<file path="config.mk">
export PLATFORM = sky130hd
export DESIGN_NAME = ctx_tlb_top
export DESIGN_NICKNAME = d
export VERILOG_FILES = /design/src/rtl/tlb_pkg.sv /design/src/rtl/tlb_cam.sv /design/src/rtl/tlb_walker.sv /design/src/rtl/ctx_tlb_top.sv
export SDC_FILE = /design/constraint.sdc
export NUM_CORES = 1
export LEC_CHECK = 0
export BUFFER_PORTS_ARGS = -buffer_cell sky130_fd_sc_hd__buf_2
export CAP_MARGIN = 0
export CORE_MARGIN = 2
export CORE_UTILIZATION = 59
export DETAILED_ROUTE_END_ITERATION = 10
export PLACE_DENSITY = 0.8
export SETUP_SLACK_MARGIN = 0.3
export SYNTH_ARGS = -nofsm -noshare
export SYNTH_HDL_FRONTEND = slang
export SYNTH_SLANG_ARGS = --single-unit
</file>
<file path="constraint.sdc">
create_clock -name clk -period 5.73 [get_ports clk]
set_clock_uncertainty 0.2 [all_clocks]
set_input_delay 0.573 -clock clk [delete_from_list [all_inputs] [get_ports clk]]
set_output_delay 0.573 -clock clk [all_outputs]
set_load 0.02 [all_outputs]
</file>
<file path="src/rtl/tlb_pkg.sv">
package tlb_pkg;
  localparam int VA_W          = 32;
  localparam int PA_W          = 24;
  localparam int PG_W          = 10;
  localparam int VPN_W         = VA_W - PG_W;
  localparam int PPN_W         = PA_W - PG_W;
  localparam int PTE_W         = 16;
  localparam int PTE_RES_BIT   = 15;
  localparam int PTE_DIRTY_BIT = 14;

  typedef enum logic [1:0] {WK_IDLE, WK_REQ, WK_WAIT} wk_state_t;

  function automatic logic [VPN_W-1:0] va_vpn(input logic [VA_W-1:0] va);
    return va[VA_W-1:PG_W];
  endfunction

  function automatic logic [PG_W-1:0] va_off(input logic [VA_W-1:0] va);
    return va[PG_W-1:0];
  endfunction

  function automatic logic [PA_W-1:0] form_pa(input logic [PPN_W-1:0] ppn,
                                               input logic [PG_W-1:0]  off);
    return {ppn, off};
  endfunction

  function automatic logic [VPN_W-1:0] walk_index(input logic [VPN_W-1:0] base,
                                                  input logic [VPN_W-1:0] vpn);
    return base + vpn;
  endfunction
endpackage

</file>
<file path="src/rtl/tlb_cam.sv">
module tlb_cam
  import tlb_pkg::*;
#(
  parameter int ENTRIES = 4,
  parameter int CTX_W   = 4
) (
  input  logic             clk,
  input  logic             rst_n,
  input  logic             flush,
  input  logic [CTX_W-1:0] lk_ctx,
  input  logic [VPN_W-1:0] lk_vpn,
  output logic             lk_hit,
  output logic [PPN_W-1:0] lk_ppn,
  input  logic             fill_en,
  input  logic [CTX_W-1:0] fill_ctx,
  input  logic [VPN_W-1:0] fill_vpn,
  input  logic [PPN_W-1:0] fill_ppn
);
  localparam int IDX_W = (ENTRIES > 1) ? $clog2(ENTRIES) : 1;

  logic [ENTRIES-1:0] ent_valid;
  logic [CTX_W-1:0]   ent_ctx [ENTRIES];
  logic [VPN_W-1:0]   ent_vpn [ENTRIES];
  logic [PPN_W-1:0]   ent_ppn [ENTRIES];
  logic [ENTRIES-1:0] match;
  logic [IDX_W-1:0]   rr_ptr;
  logic [IDX_W-1:0]   victim;
  logic               all_valid;

  for (genvar g = 0; g < ENTRIES; g++) begin : g_cmp
    assign match[g] = ent_valid[g] && (ent_ctx[g] == lk_ctx) && (ent_vpn[g] == lk_vpn);
  end

  assign lk_hit    = |match;
  assign all_valid = &ent_valid;

  always_comb begin
    lk_ppn = '0;
    for (int i = 0; i < ENTRIES; i++)
      if (match[i]) lk_ppn = lk_ppn | ent_ppn[i];
  end

  always_comb begin
    victim = rr_ptr;
    for (int i = ENTRIES - 1; i >= 0; i--)
      if (!ent_valid[i]) victim = IDX_W'(i);
  end

  always_ff @(posedge clk) begin
    if (!rst_n) begin
      ent_valid <= '0;
      rr_ptr    <= '0;
    end else if (flush) begin
      ent_valid <= '0;
      rr_ptr    <= '0;
    end else if (fill_en) begin
      ent_valid[victim] <= 1'b1;
      ent_ctx[victim]   <= fill_ctx;
      ent_vpn[victim]   <= fill_vpn;
      ent_ppn[victim]   <= fill_ppn;
      if (all_valid)
        rr_ptr <= (rr_ptr == IDX_W'(ENTRIES - 1)) ? '0 : rr_ptr + 1'b1;
    end
  end

  AST_ONE_MATCH: assert property (@(posedge clk) disable iff (!rst_n)
    $onehot0(match));

  AST_FLUSH_EMPTIES: assert property (@(posedge clk) disable iff (!rst_n)
    flush |=> (ent_valid == '0) && (rr_ptr == '0));

  AST_FILL_GROWS: assert property (@(posedge clk) disable iff (!rst_n)
    (fill_en && !flush && !all_valid) |=>
      ($countones(ent_valid) == $countones($past(ent_valid)) + 1));
endmodule

</file>
<file path="src/rtl/tlb_walker.sv">
module tlb_walker
  import tlb_pkg::*;
#(
  parameter int CTX_W = 4
) (
  input  logic             clk,
  input  logic             rst_n,
  input  logic             tr_valid,
  input  logic [VA_W-1:0]  tr_vaddr,
  output logic             tr_ready,
  output logic             tr_done,
  output logic             tr_fault,
  output logic [PA_W-1:0]  tr_paddr,
  input  logic [CTX_W-1:0] cur_ctx,
  input  logic [VPN_W-1:0] cur_ptbr,
  output logic [CTX_W-1:0] lk_ctx,
  output logic [VPN_W-1:0] lk_vpn,
  input  logic             lk_hit,
  input  logic [PPN_W-1:0] lk_ppn,
  output logic             fill_en,
  output logic [CTX_W-1:0] fill_ctx,
  output logic [VPN_W-1:0] fill_vpn,
  output logic [PPN_W-1:0] fill_ppn,
  output logic             pt_req_valid,
  input  logic             pt_req_ready,
  output logic [VPN_W-1:0] pt_req_addr,
  input  logic             pt_rsp_valid,
  input  logic [PTE_W-1:0] pt_rsp_data
);
  wk_state_t        st;
  logic [CTX_W-1:0] held_ctx;
  logic [VPN_W-1:0] held_vpn;
  logic [PG_W-1:0]  held_off;
  logic [VPN_W-1:0] held_idx;

  logic accept, walk_start, walk_end, rsp_resident, dirty_unused;

  assign tr_ready     = (st == WK_IDLE);
  assign accept       = tr_valid && tr_ready;
  assign walk_start   = accept && !lk_hit;
  assign walk_end     = (st == WK_WAIT) && pt_rsp_valid;
  assign rsp_resident = pt_rsp_data[PTE_RES_BIT];
  assign dirty_unused = pt_rsp_data[PTE_DIRTY_BIT];

  assign lk_ctx       = cur_ctx;
  assign lk_vpn       = va_vpn(tr_vaddr);
  assign fill_en      = walk_end && rsp_resident;
  assign fill_ctx     = held_ctx;
  assign fill_vpn     = held_vpn;
  assign fill_ppn     = pt_rsp_data[PPN_W-1:0];
  assign pt_req_valid = (st == WK_REQ);
  assign pt_req_addr  = held_idx;

  always_ff @(posedge clk) begin
    if (!rst_n) begin
      st       <= WK_IDLE;
      tr_done  <= 1'b0;
      tr_fault <= 1'b0;
      tr_paddr <= '0;
      held_ctx <= '0;
      held_vpn <= '0;
      held_off <= '0;
      held_idx <= '0;
    end else begin
      tr_done  <= 1'b0;
      tr_fault <= 1'b0;
      unique case (st)
        WK_IDLE: begin
          if (accept && lk_hit) begin
            tr_done  <= 1'b1;
            tr_paddr <= form_pa(lk_ppn, va_off(tr_vaddr));
          end else if (walk_start) begin
            held_ctx <= cur_ctx;
            held_vpn <= va_vpn(tr_vaddr);
            held_off <= va_off(tr_vaddr);
            held_idx <= walk_index(cur_ptbr, va_vpn(tr_vaddr));
            st       <= WK_REQ;
          end
        end
        WK_REQ: if (pt_req_ready) st <= WK_WAIT;
        WK_WAIT: begin
          if (pt_rsp_valid) begin
            tr_done  <= 1'b1;
            tr_fault <= !rsp_resident;
            tr_paddr <= rsp_resident ? form_pa(pt_rsp_data[PPN_W-1:0], held_off) : '0;
            st       <= WK_IDLE;
          end
        end
        default: st <= WK_IDLE;
      endcase
    end
  end

  AST_REQ_HOLD: assert property (@(posedge clk) disable iff (!rst_n)
    (pt_req_valid && !pt_req_ready) |=> pt_req_valid && $stable(pt_req_addr));

  AST_IDLE_NO_REQ: assert property (@(posedge clk) disable iff (!rst_n)
    tr_ready |-> !pt_req_valid);

  AST_HIT_NO_WALK: assert property (@(posedge clk) disable iff (!rst_n)
    (accept && lk_hit) |=> tr_done && !pt_req_valid);

  AST_DONE_AFTER_RSP: assert property (@(posedge clk) disable iff (!rst_n)
    walk_end |=> tr_done && (tr_fault == !$past(rsp_resident)));

  AST_FAULT_WITH_DONE: assert property (@(posedge clk) disable iff (!rst_n)
    tr_fault |-> tr_done);
endmodule

</file>
<file path="src/rtl/ctx_tlb_top.sv">
module ctx_tlb_top
  import tlb_pkg::*;
#(
  parameter int ENTRIES = 4,
  parameter int CTX_W   = 4
) (
  input  logic             clk,
  input  logic             rst_n,
  input  logic             flush,
  input  logic             ctx_we,
  input  logic [CTX_W-1:0] ctx_wdata,
  input  logic             ptbr_we,
  input  logic [21:0]      ptbr_wdata,
  input  logic             tr_valid,
  input  logic [31:0]      tr_vaddr,
  output logic             tr_ready,
  output logic             tr_done,
  output logic             tr_fault,
  output logic [23:0]      tr_paddr,
  output logic             pt_req_valid,
  input  logic             pt_req_ready,
  output logic [21:0]      pt_req_addr,
  input  logic             pt_rsp_valid,
  input  logic [15:0]      pt_rsp_data
);
  logic [CTX_W-1:0] ctx_q;
  logic [VPN_W-1:0] ptbr_q;
  logic [CTX_W-1:0] lk_ctx, fill_ctx;
  logic [VPN_W-1:0] lk_vpn, fill_vpn;
  logic [PPN_W-1:0] lk_ppn, fill_ppn;
  logic             lk_hit, fill_en;

  always_ff @(posedge clk) begin
    if (!rst_n) begin
      ctx_q  <= '0;
      ptbr_q <= '0;
    end else begin
      if (ctx_we)  ctx_q  <= ctx_wdata;
      if (ptbr_we) ptbr_q <= ptbr_wdata;
    end
  end

  tlb_cam #(.ENTRIES(ENTRIES), .CTX_W(CTX_W)) cam_i (
    .clk(clk), .rst_n(rst_n), .flush(flush),
    .lk_ctx(lk_ctx), .lk_vpn(lk_vpn), .lk_hit(lk_hit), .lk_ppn(lk_ppn),
    .fill_en(fill_en), .fill_ctx(fill_ctx), .fill_vpn(fill_vpn), .fill_ppn(fill_ppn)
  );

  tlb_walker #(.CTX_W(CTX_W)) walk_i (
    .clk(clk), .rst_n(rst_n),
    .tr_valid(tr_valid), .tr_vaddr(tr_vaddr), .tr_ready(tr_ready),
    .tr_done(tr_done), .tr_fault(tr_fault), .tr_paddr(tr_paddr),
    .cur_ctx(ctx_q), .cur_ptbr(ptbr_q),
    .lk_ctx(lk_ctx), .lk_vpn(lk_vpn), .lk_hit(lk_hit), .lk_ppn(lk_ppn),
    .fill_en(fill_en), .fill_ctx(fill_ctx), .fill_vpn(fill_vpn), .fill_ppn(fill_ppn),
    .pt_req_valid(pt_req_valid), .pt_req_ready(pt_req_ready), .pt_req_addr(pt_req_addr),
    .pt_rsp_valid(pt_rsp_valid), .pt_rsp_data(pt_rsp_data)
  );

  AST_RESET_IDLE: assert property (@(posedge clk)
    !rst_n |=> tr_ready && !tr_done && !pt_req_valid);
endmodule

</file>
# Yosys cells after proc, flatten, opt, wreduce, memory -nomap -nowiden
# Memories as Yosys holds them, arrays and structs flattened.
# Index checks and enable logic that the tools add are counted.
classes:
  n_addsub: 2
  order_cmp: 2
  eq_ne: 16
  mux: 27
  bitwise: 6
  reduce_logical: 25
op_table:
  columns: ["operator", "count"]
  rows:
  - ["$eq A22 B22 Y1", 4]
  - ["$mux W24", 3]
  - ["$mux W14", 4]
  - ["$pmux W24 S2", 1]
  - ["$or A14 B14 Y14", 3]
  - ["$add A22 B22 Y22", 1]
  - ["$mux W2", 9]
  - ["$eq A4 B4 Y1", 4]
  - ["$logic_and A1 B1 Y1", 14]
  - ["$reduce_and A3 Y1", 3]
  - ["$ne A2 B2 Y1 const B", 4]
  - ["$mux W1", 7]
  - ["$pmux W2 S3", 1]
  - ["$reduce_and A5 Y1", 1]
  - ["$eq A2 B2 Y1 const B", 2]
  - ["$or A4 B4 Y4", 1]
  - ["$reduce_and A4 Y1", 1]
  - ["$reduce_or A4 Y1", 1]
  - ["$lt A2 B3 Y1 const B", 1]
  - ["$add A2 B1 Y2 const B", 1]
  - ["$demux W1 S2", 1]
  - ["$eq A2 B1 Y1 const B", 1]
  - ["$ge A2 B1 Y1 const B", 1]
  - ["$logic_not A1 Y1", 2]
  - ["other kinds (6)", 7]
totals:
  reg_bits: 118
  ramBits: 160
  output_inout_bits: 50
  word_cells: 93
  mem_count: 3
mem_list:
  columns: ["name", "depth", "word_bits", "read_ports", "rd_ports_with_merged_regs", "wr", "line", "source"]
  rows:
  - ["cam_i.ent_vpn", 4, 22, 4, 0, 1, "tlb_cam.sv:23", "logic [VPN_W-1:0] ent_vpn [ENTRIES];"]
  - ["cam_i.ent_ppn", 4, 14, 4, 0, 1, "tlb_cam.sv:24", "logic [PPN_W-1:0] ent_ppn [ENTRIES];"]
  - ["cam_i.ent_ctx", 4, 4, 4, 0, 1, "tlb_cam.sv:22", "logic [CTX_W-1:0] ent_ctx [ENTRIES];"]

# Logic depth before layout (Yosys ltp)
# Gate-level depths: netlist of run 1.
logic_depth:
  ltp_word: 12
  mapped_depth: 12
  mapped_depth_nobuf: 11

# Hierarchy
# Synthesis of run 1 repeated with hierarchy kept, for this count alone.
hier_totals:
  hier_cells: 1125
  hier_area_um2: 12729.7
modules_own_cells:
  columns: ["module", "n_inst", "cells_each", "area_each_um2", "seq_area_each_um2"]
  rows:
  - ["tlb_cam", 1, 446, 6899.1, 4924.7]
  - ["tlb_walker", 1, 595, 4823.4, 1721.7]
  - ["ctx_tlb_top", 1, 84, 1007.2, 520.5]

# Worst setup path after synthesis of run 1
# Ideal clock, no wire load.
synth_timing:
  kind: "register -> register"
  from: "register walk_i.st[1]"
  to: "memory cam_i.ent_ctx[0][0], enable pin"
  setup_ps: 451
  arrival_ps: 3535
  path_slack_ps: 1544
  stages_incl_launch_ff: 7
  n_path_buf: 2
  period_less_slack_ps: 4186
  cell_sequence: "dfxtp_1 nor2b_1 and2_1 clkbuf_1 clkbuf_1 nand4_1 a21oi_1"
synth_between:
  elab_chain_cells: 7
synth_rtl:
  columns: ["item", "line", "source"]
  rows:
  - ["from (decl)", "tlb_walker.sv:30", "wk_state_t st;"]
  - ["from (signal assigned)", "tlb_walker.sv:56", "st <= WK_IDLE;"]
  - ["from (signal assigned)", "tlb_walker.sv:77", "st <= WK_REQ;"]
  - ["from (signal assigned)", "tlb_walker.sv:80", "WK_REQ: if (pt_req_ready) st <= WK_WAIT;"]
  - ["$eq A2 B2 Y1", "tlb_walker.sv:41", "assign walk_end = (st == WK_WAIT) && pt_rsp_valid;"]
  - ["$logic_and A1 B1 Y1", "tlb_walker.sv:41", null]
  - ["$logic_and A1 B1 Y1", "tlb_walker.sv:47", "assign fill_en = walk_end && rsp_resident;"]
  - ["$mux W1", "tlb_cam.sv:56", "end else if (fill_en) begin"]
  - ["$mux W1", "tlb_cam.sv:53", "end else if (flush) begin"]
  - ["$mux W1", "tlb_cam.sv:50", "if (!rst_n) begin"]
  - ["$mux W1 (implied by the code)", "tlb_cam.sv:58", "ent_ctx[victim] <= fill_ctx;"]
  - ["to (decl)", "tlb_cam.sv:22", null]
# No other way between the ends.

# Worst setup path after layout of run 1
layout_timing:
  from: "register walk_i.st[1]"
  to: "memory cam_i.ent_vpn[0][0] (netlist bit), enable pin"
layout_between:
  elab_chain_cells: 7
layout_rtl:
  columns: ["item", "line", "source"]
  rows:
  - ["$eq A2 B2 Y1", "tlb_walker.sv:41", null]
  - ["$logic_and A1 B1 Y1", "tlb_walker.sv:41", null]
  - ["$logic_and A1 B1 Y1", "tlb_walker.sv:47", null]
  - ["$mux W1", "tlb_cam.sv:56", null]
  - ["$mux W1", "tlb_cam.sv:53", null]
  - ["$mux W1", "tlb_cam.sv:50", null]
  - ["$mux W1 (implied by the code)", "tlb_cam.sv:59", "ent_vpn[victim] <= fill_vpn;"]
  - ["to (decl)", "tlb_cam.sv:23", null]
# No other way between the ends.

==> results of run 1 <==
## state kept, by name, indices dropped and copies added, names as in the netlist
| register | count |
|---|---|
| cam_i.ent_ctx | 16 |
| cam_i.ent_ppn | 56 |
| cam_i.ent_valid | 4 |
| cam_i.ent_vpn | 88 |
| cam_i.rr_ptr | 2 |
| ctx_q | 4 |
| ptbr_q | 22 |
| walk_i.fill_ctx | 4 |
| walk_i.fill_vpn | 22 |
| walk_i.held_off | 10 |
| walk_i.pt_req_addr | 22 |
| walk_i.st | 2 |
| walk_i.tr_done | 1 |
| walk_i.tr_fault | 1 |
| walk_i.tr_paddr | 24 |
## cell type report
cell class	count	area, sq um	share of cell area [%]
flip-flops and latches	278	7170	51.5
multi-input cells	696	4700	33.8
clock buffers	42	857	6.16
repair buffers	141	746	5.36
well taps	270	338	2.43
clock inverters	11	61.3	0.441
inverters	8	32.5	0.234
## where the power goes
part,switching (mW),total [mW],internal [mW]
registers,0.0368,2.19,2.16
logic,0.253,0.410,0.156
clock network,0.750,1.79,1.04
## layout by cell type, fill, tap and decap left out, types with 3 or more instances in the layout
master / count
inv_1: 7
o21bai_1: 5
nand4_1: 37
a211oi_1: 6
clkbuf_16: 31
nor3_1: 16
clkbuf_8: 4
buf_4: 10
a22o_1: 28
a21oi_1: 76
clkinv_2: 8
or3_1: 3
xor2_1: 32
xnor2_1: 86
o31a_1: 3
dfxtp_1: 118
nand2_1: 126
ha_1: 22
nor2b_1: 4
o21ai_0: 12
nor4_1: 12
a31oi_1: 3
o21a_1: 6
a21o_1: 9
buf_2: 130
or2_2: 3
mux2i_1: 40
nand2b_1: 5
and3_1: 4
nand3_1: 19
edfxtp_1: 160
a311oi_2: 24
and2_1: 4
clkbuf_1: 7
nor2_1: 84
## how the worst max path moves through the flow
| stage | to | slack (ns) | depth (start not counted) |
|---|---|---|---|
| 2_1_floorplan | cam_i.ent_ctx[0][0]$_DFFE_PP_ | 1.54 | 6 |
| 3_3_place_gp | walk_i.tr_paddr[7]$_SDFFE_PN0P_ | 1.89 | 10 |
| 6_report | cam_i.ent_vpn[0][0]$_DFFE_PP_ | 1.91 | 6 |
| 3_5_place_dp | walk_i.tr_paddr[2]$_SDFFE_PN0P_ | 1.84 | 10 |
| 4_1_cts | cam_i.ent_vpn[0][0]$_DFFE_PP_ | 1.87 | 6 |
| 5_1_grt | cam_i.ent_vpn[0][0]$_DFFE_PP_ | 1.69 | 6 |
## synthesized netlist by cell type, types with 6 or more instances
cell type  count  share of area, %
xor2_1        32               2.3
nand3_1       20              0.82
a21o_1         9              0.55
ha_1          22               2.2
clkbuf_1      27              0.83
a311oi_2      24               2.9
edfxtp_1     160                39
inv_1          8              0.25
a22o_1        28               2.0
nor3_1        16              0.65
dfxtp_1      118                19
nand4_1       37               1.9
xnor2_1       86               6.1
nor2_1        86               2.6
a21oi_1       77               3.1
buf_6          9              0.83
mux2i_1       40               3.3
o21ai_0       12              0.49
a211oi_1       6              0.37
nor4_1        12              0.61
buf_2         33               1.3
nand2_1      126               3.9
o21a_1         6              0.37
## worst max-delay path, cell delays in order (launching register included)
cell and delay, ns:
dfxtp_1 0.42, nor2b_1 0.92, and2_1 0.23, buf_4 0.25
nand4_1 0.25, a21oi_4 0.77, buf_4 0.42
## through the flow
step	instance area [sq um]	utilization, %	hold slack (ns)
3_3_place_gp	13000	64.0	0.241
2_1_floorplan	12300	-	0.237
3_5_place_dp	13000	64.0	0.244
5_1_grt	13900	68.5	0.0620
6_report	13900	68.5	0.0659
4_1_cts	13900	68.5	0.0531
## kinds of logic (layout without fill, tap and decap cells)
group	Yosys count	after routing	synth area share, %
flops	278	278	58.5
simple gates	327	327	12.3
mux	41	41	3.36
buf+inv	81	202	3.46
compound gates	187	187	11.6
fa+ha+maj	23	23	2.41
xor+xnor	118	118	8.43
## layer usage
layer / global-route usage (%) / up-vias / share of wire (%)
met5: 0 / - / 0
met3: 3.77 / 63 / 7.1
met4: 7.10 / 0 / 2.4
li1: - / 4000 / -
met1: 35.0 / 4064 / 43
met2: 42.5 / 342 / 48
==> qor.yml, run 1 <==
route:
  first_pass_iters: 6
  drcViolationCount: 0
  drtIter0Drc: 650
  wire_per_inst_um: 19.3
  ant_nets: 0
  vias: 8469
  wl_mm: 27.9
  via_per_inst: 5.86
finish:
  drive_above_1_share_pct: 19.2
  instances_no_fill: 1446
  fin_nets: 1259
  fillers: 1500
  antenna-diode-count: 0
  synthToLayoutAreaGrowth_pct: 13.5
yosys:
  syn_avg_cell_area_sq_um: 11.6
  syn_nets: 1160
  yosysSeqAreaShare_pct: 58.5
  syn-cell-area_sq_um: 12300
  synth_ff_type: "edfxtp_1"
  synth.distinct_cells: 53
  synth_edf_count: 160
  async_flop_share_pct: 0
  yosysWarnings: 0
  netlist_instances: 1055
  synth_seq_cells: 278
worst_setup_path:
  r2r_setup_slack_ns: 1.91
  reg2reg_to: "cam_i.ent_vpn[0][0]$_DFFE_PP_"
  cp-start-kind: "flop"
  critPathKind: "reg2reg"
  rr_startpoint: "walk_i.st[1]$_SDFFE_PN0P_"
  crit_arrival_ns: 3.83
  path_max_fanout: 24
  r2r_cells: 6
  cp.required_ns: 5.73
  end_kind: "flop"
  crit_start: "walk_i.st[1]$_SDFFE_PN0P_"
timing:
  setup_viol: 0
  finalCriticalPeriod_ns: 3.82
  finalCritPeriodShare_pct: 66.7
  drv_slew: 0
  maxSlewHeadroom_pct: 22.4
  fin_setup_tns_ns: 0
  timing.final.hold_violations: 0
  setup_slack_ns: 1.91
  fmaxAchievable_mhz: 262
  worst_pin_slew_ns: 1.16
  rsz0062_at_grt: "no"
grt:
  first_global_vias: 8141
  grt_antenna_before_repair: 0
  overflow: 0
  grt_usage_pct: 25.4
  grt_pass1_wl_mm: 43.7
  grt_max_degree: 99
pwr:
  vdd_drop_max_v: 0.000233
  power.leakage_nw: 5.04
  power.total_mw: 4.39
  power_density_nw_per_um2: 316
floorplan:
  die_w_um: 148
  core_sq_um: 20300
  io_pins: 132
  die_y_um: 148
  fp-row-count: 52
  initial_core_util_pct: 60.4
  dieArea_sq_um: 21900
clock_network:
  cts_sinks: 278
  cts_max_level: 1
  clk-insertion-delay-late_ns: 0.54
  cts_tree: "done"
  holdBufCountCts: 0
  cts_root_buf: "clkbuf_16"
  cts_buffers: 29
  clkTransAtPathRegs_ns: 0.06
  clockBufferDepth: 3
  post_cts_buffers: 0
  ctsResizeCount: 0
placed_design:
  dp.cells: 1393
  place_congestion: 0.974
  port_buffers: 130
  pre_cts_ws_ns: 1.84
  dpl.hpwl_mm: 18.8
worst_hold_path:
  hold_class: "in2reg"
  hp-start: "pt_rsp_data[13]"
  hold_end: "cam_i.ent_ppn[0][13]$_DFFE_PP_"
  whs_path_depth: 1
status:
  outcome: "finished clean"
run:
  maxCapViolations: 0
No activity file was read; power rests on OpenSTA's default activity.
==> run 2, diff against run 1 <==
Settings changed: ABC_AREA set to 1, CORE_UTILIZATION 59 to 53, PLACE_DENSITY 0.8 to 0.76.
Clock period 5.73 ns to 3.1 ns, I/O delays scaled along.
==> run 2 against run 1 <==
Die area rose by 13%. Largest power group unchanged. Clock power increased by 110%. Critical endpoint is now walk_i.st[0]$_SDFFE_PN0P_. Sequential share of layout area decreased by 5.1 points. Cell count increased by 38%.
==> qor.yml, run 2 <==
route:
  drcViolationCount: 0
  wl_mm: 33.5
  wire_per_inst_um: 16.8
  drtIter0Drc: 1007
  first_pass_iters: 5
  ant_nets: 0
  vias: 10360
  via_per_inst: 5.20
yosys:
  yosys.cell_count.top_type: "nand2_1"
  syn_nets: 1536
  ys_top_cells_by_count: "nand2_1 (384), nor2_1 (222), edfxtp_1 (160)"
  async_flop_share_pct: 0
  synth_top_area_cell: "edfxtp_1"
  syn-cell-area_sq_um: 12500
  yosysWarnings: 0
  syn_avg_cell_area_sq_um: 8.70
  netlist_instances: 1431
  synth_seq_cells: 278
  synth_edf_count: 160
  synth.area.top_cells: "edfxtp_1 (39%), dfxtp_1 (19%), nand2_1 (12%)"
  yosysSeqAreaShare_pct: 57.6
  synth.distinct_cells: 41
  synth_ff_type: "edfxtp_1"
  synth_top_cell_area_share_pct: 38.6
timing:
  drv_slew: 0
  setup_slack_ns: 0.405
  timing.final.hold_violations: 0
  rsz0062_at_grt: "no"
  whs_ns: 0.0654
  worst_pin_slew_ns: 1.04
  setup_viol: 0
  finalCriticalPeriod_ns: 2.70
  fmaxAchievable_mhz: 371
  maxSlewHeadroom_pct: 30.5
  finalCritPeriodShare_pct: 86.9
worst_setup_path:
  r2r_cells: 11
  reg2reg_to: "walk_i.st[0]$_SDFFE_PN0P_"
  crit_arrival_ns: 2.93
  critPathKind: "in2reg"
  end_kind: "flop"
  cp.required_ns: 3.33
  r2r_setup_slack_ns: 0.54
  path_max_fanout: 15
  cp-start-kind: "input pin"
  rr_startpoint: "cam_i.ent_vpn[2][6]$_DFFE_PP_"
pwr:
  power.leakage_nw: 6.77
  power.total_mw: 8.67
  swShare_pct: 24.0
  combinationalPowerShare_pct: 10.3
  vdd_drop_max_v: 0.000463
  p_int_mw: 6.59
  pwr-share-seq_pct: 47.3
  power.net_switching_mw: 2.08
  power_density_nw_per_um2: 561
  clockPowerShare_pct: 42.4
clock_network:
  cts_sinks: 278
  cts_buffers: 29
  cts_root_buf: "clkbuf_16"
  clk-insertion-delay-late_ns: 0.55
  clockBufferDepth: 3
  cts_max_level: 1
  cts_tree: "done"
  clkTransAtPathRegs_ns: 0.06
grt:
  overflow: 0
  first_global_vias: 9989
  grt_usage_pct: 27.3
  grt_max_degree: 108
  grt_antenna_before_repair: 0
  grt_pass1_wl_mm: 52.2
finish:
  synthToLayoutAreaGrowth_pct: 24.0
  drive_above_1_share_pct: 14.6
  final_common_cell: "nand2_1"
  largest_reg_flops: 88
  antenna-diode-count: 0
  final_area_sq_um: 15400
  reg_top3: "cam_i.ent_vpn: 88 flops, cam_i.ent_ppn: 56 flops, walk_i.tr_paddr: 24 flops"
  layout_common_cells: "nand2_1 (383), nor2_1 (216), edfxtp_1 (160), buf_2 (129), o21ai_0 (127)"
  top_register: "cam_i.ent_vpn"
  instances_no_fill: 1994
  fin_nets: 1757
floorplan:
  die_w_um: 157
  fp-row-count: 56
  die_y_um: 157
  core_sq_um: 23300
  initial_core_util_pct: 53.5
  dieArea_sq_um: 24700
  io_pins: 132
placed_design:
  port_buffers: 130
  placed_area_sq_um: 13500
  dpl.hpwl_mm: 22.1
  pre_cts_ws_ns: 0.305
  place_congestion: 0.905
  dp.cells: 1855
worst_hold_path:
  hp-start: "tr_vaddr[11]"
  hold_end: "walk_i.fill_vpn[1]$_SDFFE_PN0P_"
  hold_class: "in2reg"
  whs_path_depth: 3
run:
  maxCapViolations: 0
status:
  outcome: "finished clean"
[run 2: repair_timing]
action	in CTS	in global routing
resized for setup	0	9
endpoints found under the hold margin	144	0
hold buffers	83	0
endpoints found under the setup margin	0	3
setup buffers	0	1
[run 2: cell type report]
cell class | count | area, sq um
sequential | 278 | 7170
inverter | 132 | 495
clock buffer | 38 | 831
timing repair buffer | 232 | 1730
clock inverter | 16 | 191
tap | 319 | 399
multi-input combinational | 979 | 4630
fill | 1871 | 7820
[run 2: logic make-up after synthesis]
group           share of synthesized area [%]
flops                                    57.6
simple gates                             20.8
xor+xnor                                 2.95
buf+inv                                  5.65
compound gates                           10.7
fa+ha+maj                                2.37
[run 2: layer usage]
layer  part of all wire [%]  GRT usage [%]  up-vias  wire length (um)
met5                      0              0        -                 0
met4                    3.0           8.14        0               992
met3                    7.5           3.44       59              2520
met2                     47           45.1      393             15600
met1                     43           37.8     4788             14400
li1                       -              -     5120                 -
[run 2: worst max path at each step]
stage | start | endpoint | slack [ns] | cells after the start
5_1_grt | tr_vaddr[10] | walk_i.pt_req_addr[16]$_SDFFE_PN0P_ | 0.29 | 14
4_1_cts | tr_vaddr[10] | walk_i.st[0]$_SDFFE_PN0P_ | 0.30 | 12
6_report | tr_vaddr[15] | walk_i.st[0]$_SDFFE_PN0P_ | 0.40 | 15
2_1_floorplan | rst_n | cam_i.ent_ctx[0][0]$_DFFE_PP_ | -0.32 | 7
3_3_place_gp | tr_vaddr[10] | walk_i.pt_req_addr[16]$_SDFFE_PN0P_ | 0.32 | 13
3_5_place_dp | tr_vaddr[10] | walk_i.pt_req_addr[16]$_SDFFE_PN0P_ | 0.31 | 13
[run 2: through the flow]
stage	setup TNS [ns]	utilization, %
2_1_floorplan	-25.64	-
3_3_place_gp	0	58.2
3_5_place_dp	0	58.2
4_1_cts	0	66.1
5_1_grt	0	66.4
6_report	0	66.4
[run 2: worst max-delay path: stages]
cell           delay [ns]
dlygate4sd3_1        0.56
buf_2                0.23
inv_2                0.11
nand2_1              0.07
nand2_1              0.05
nor2_1               0.18
nand2_1              0.07
nor2_1               0.09
nand2_1              0.10
nor2_4               0.15
nor2_2               0.07
nand3_2              0.13
buf_12               0.16
a21oi_1              0.07
dlygate4sd3_1        0.55
[run 2: power by group through the flow]
stage          combinational [mW]  sequential, mW  clock, mW
2_1_floorplan               0.455            4.20          0
3_3_place_gp                0.768            4.17          0
3_5_place_dp                0.778            4.18          0
4_1_cts                     0.865            4.10       3.71
5_1_grt                     0.989            4.11       3.85
6_report                    0.894            4.10       3.68
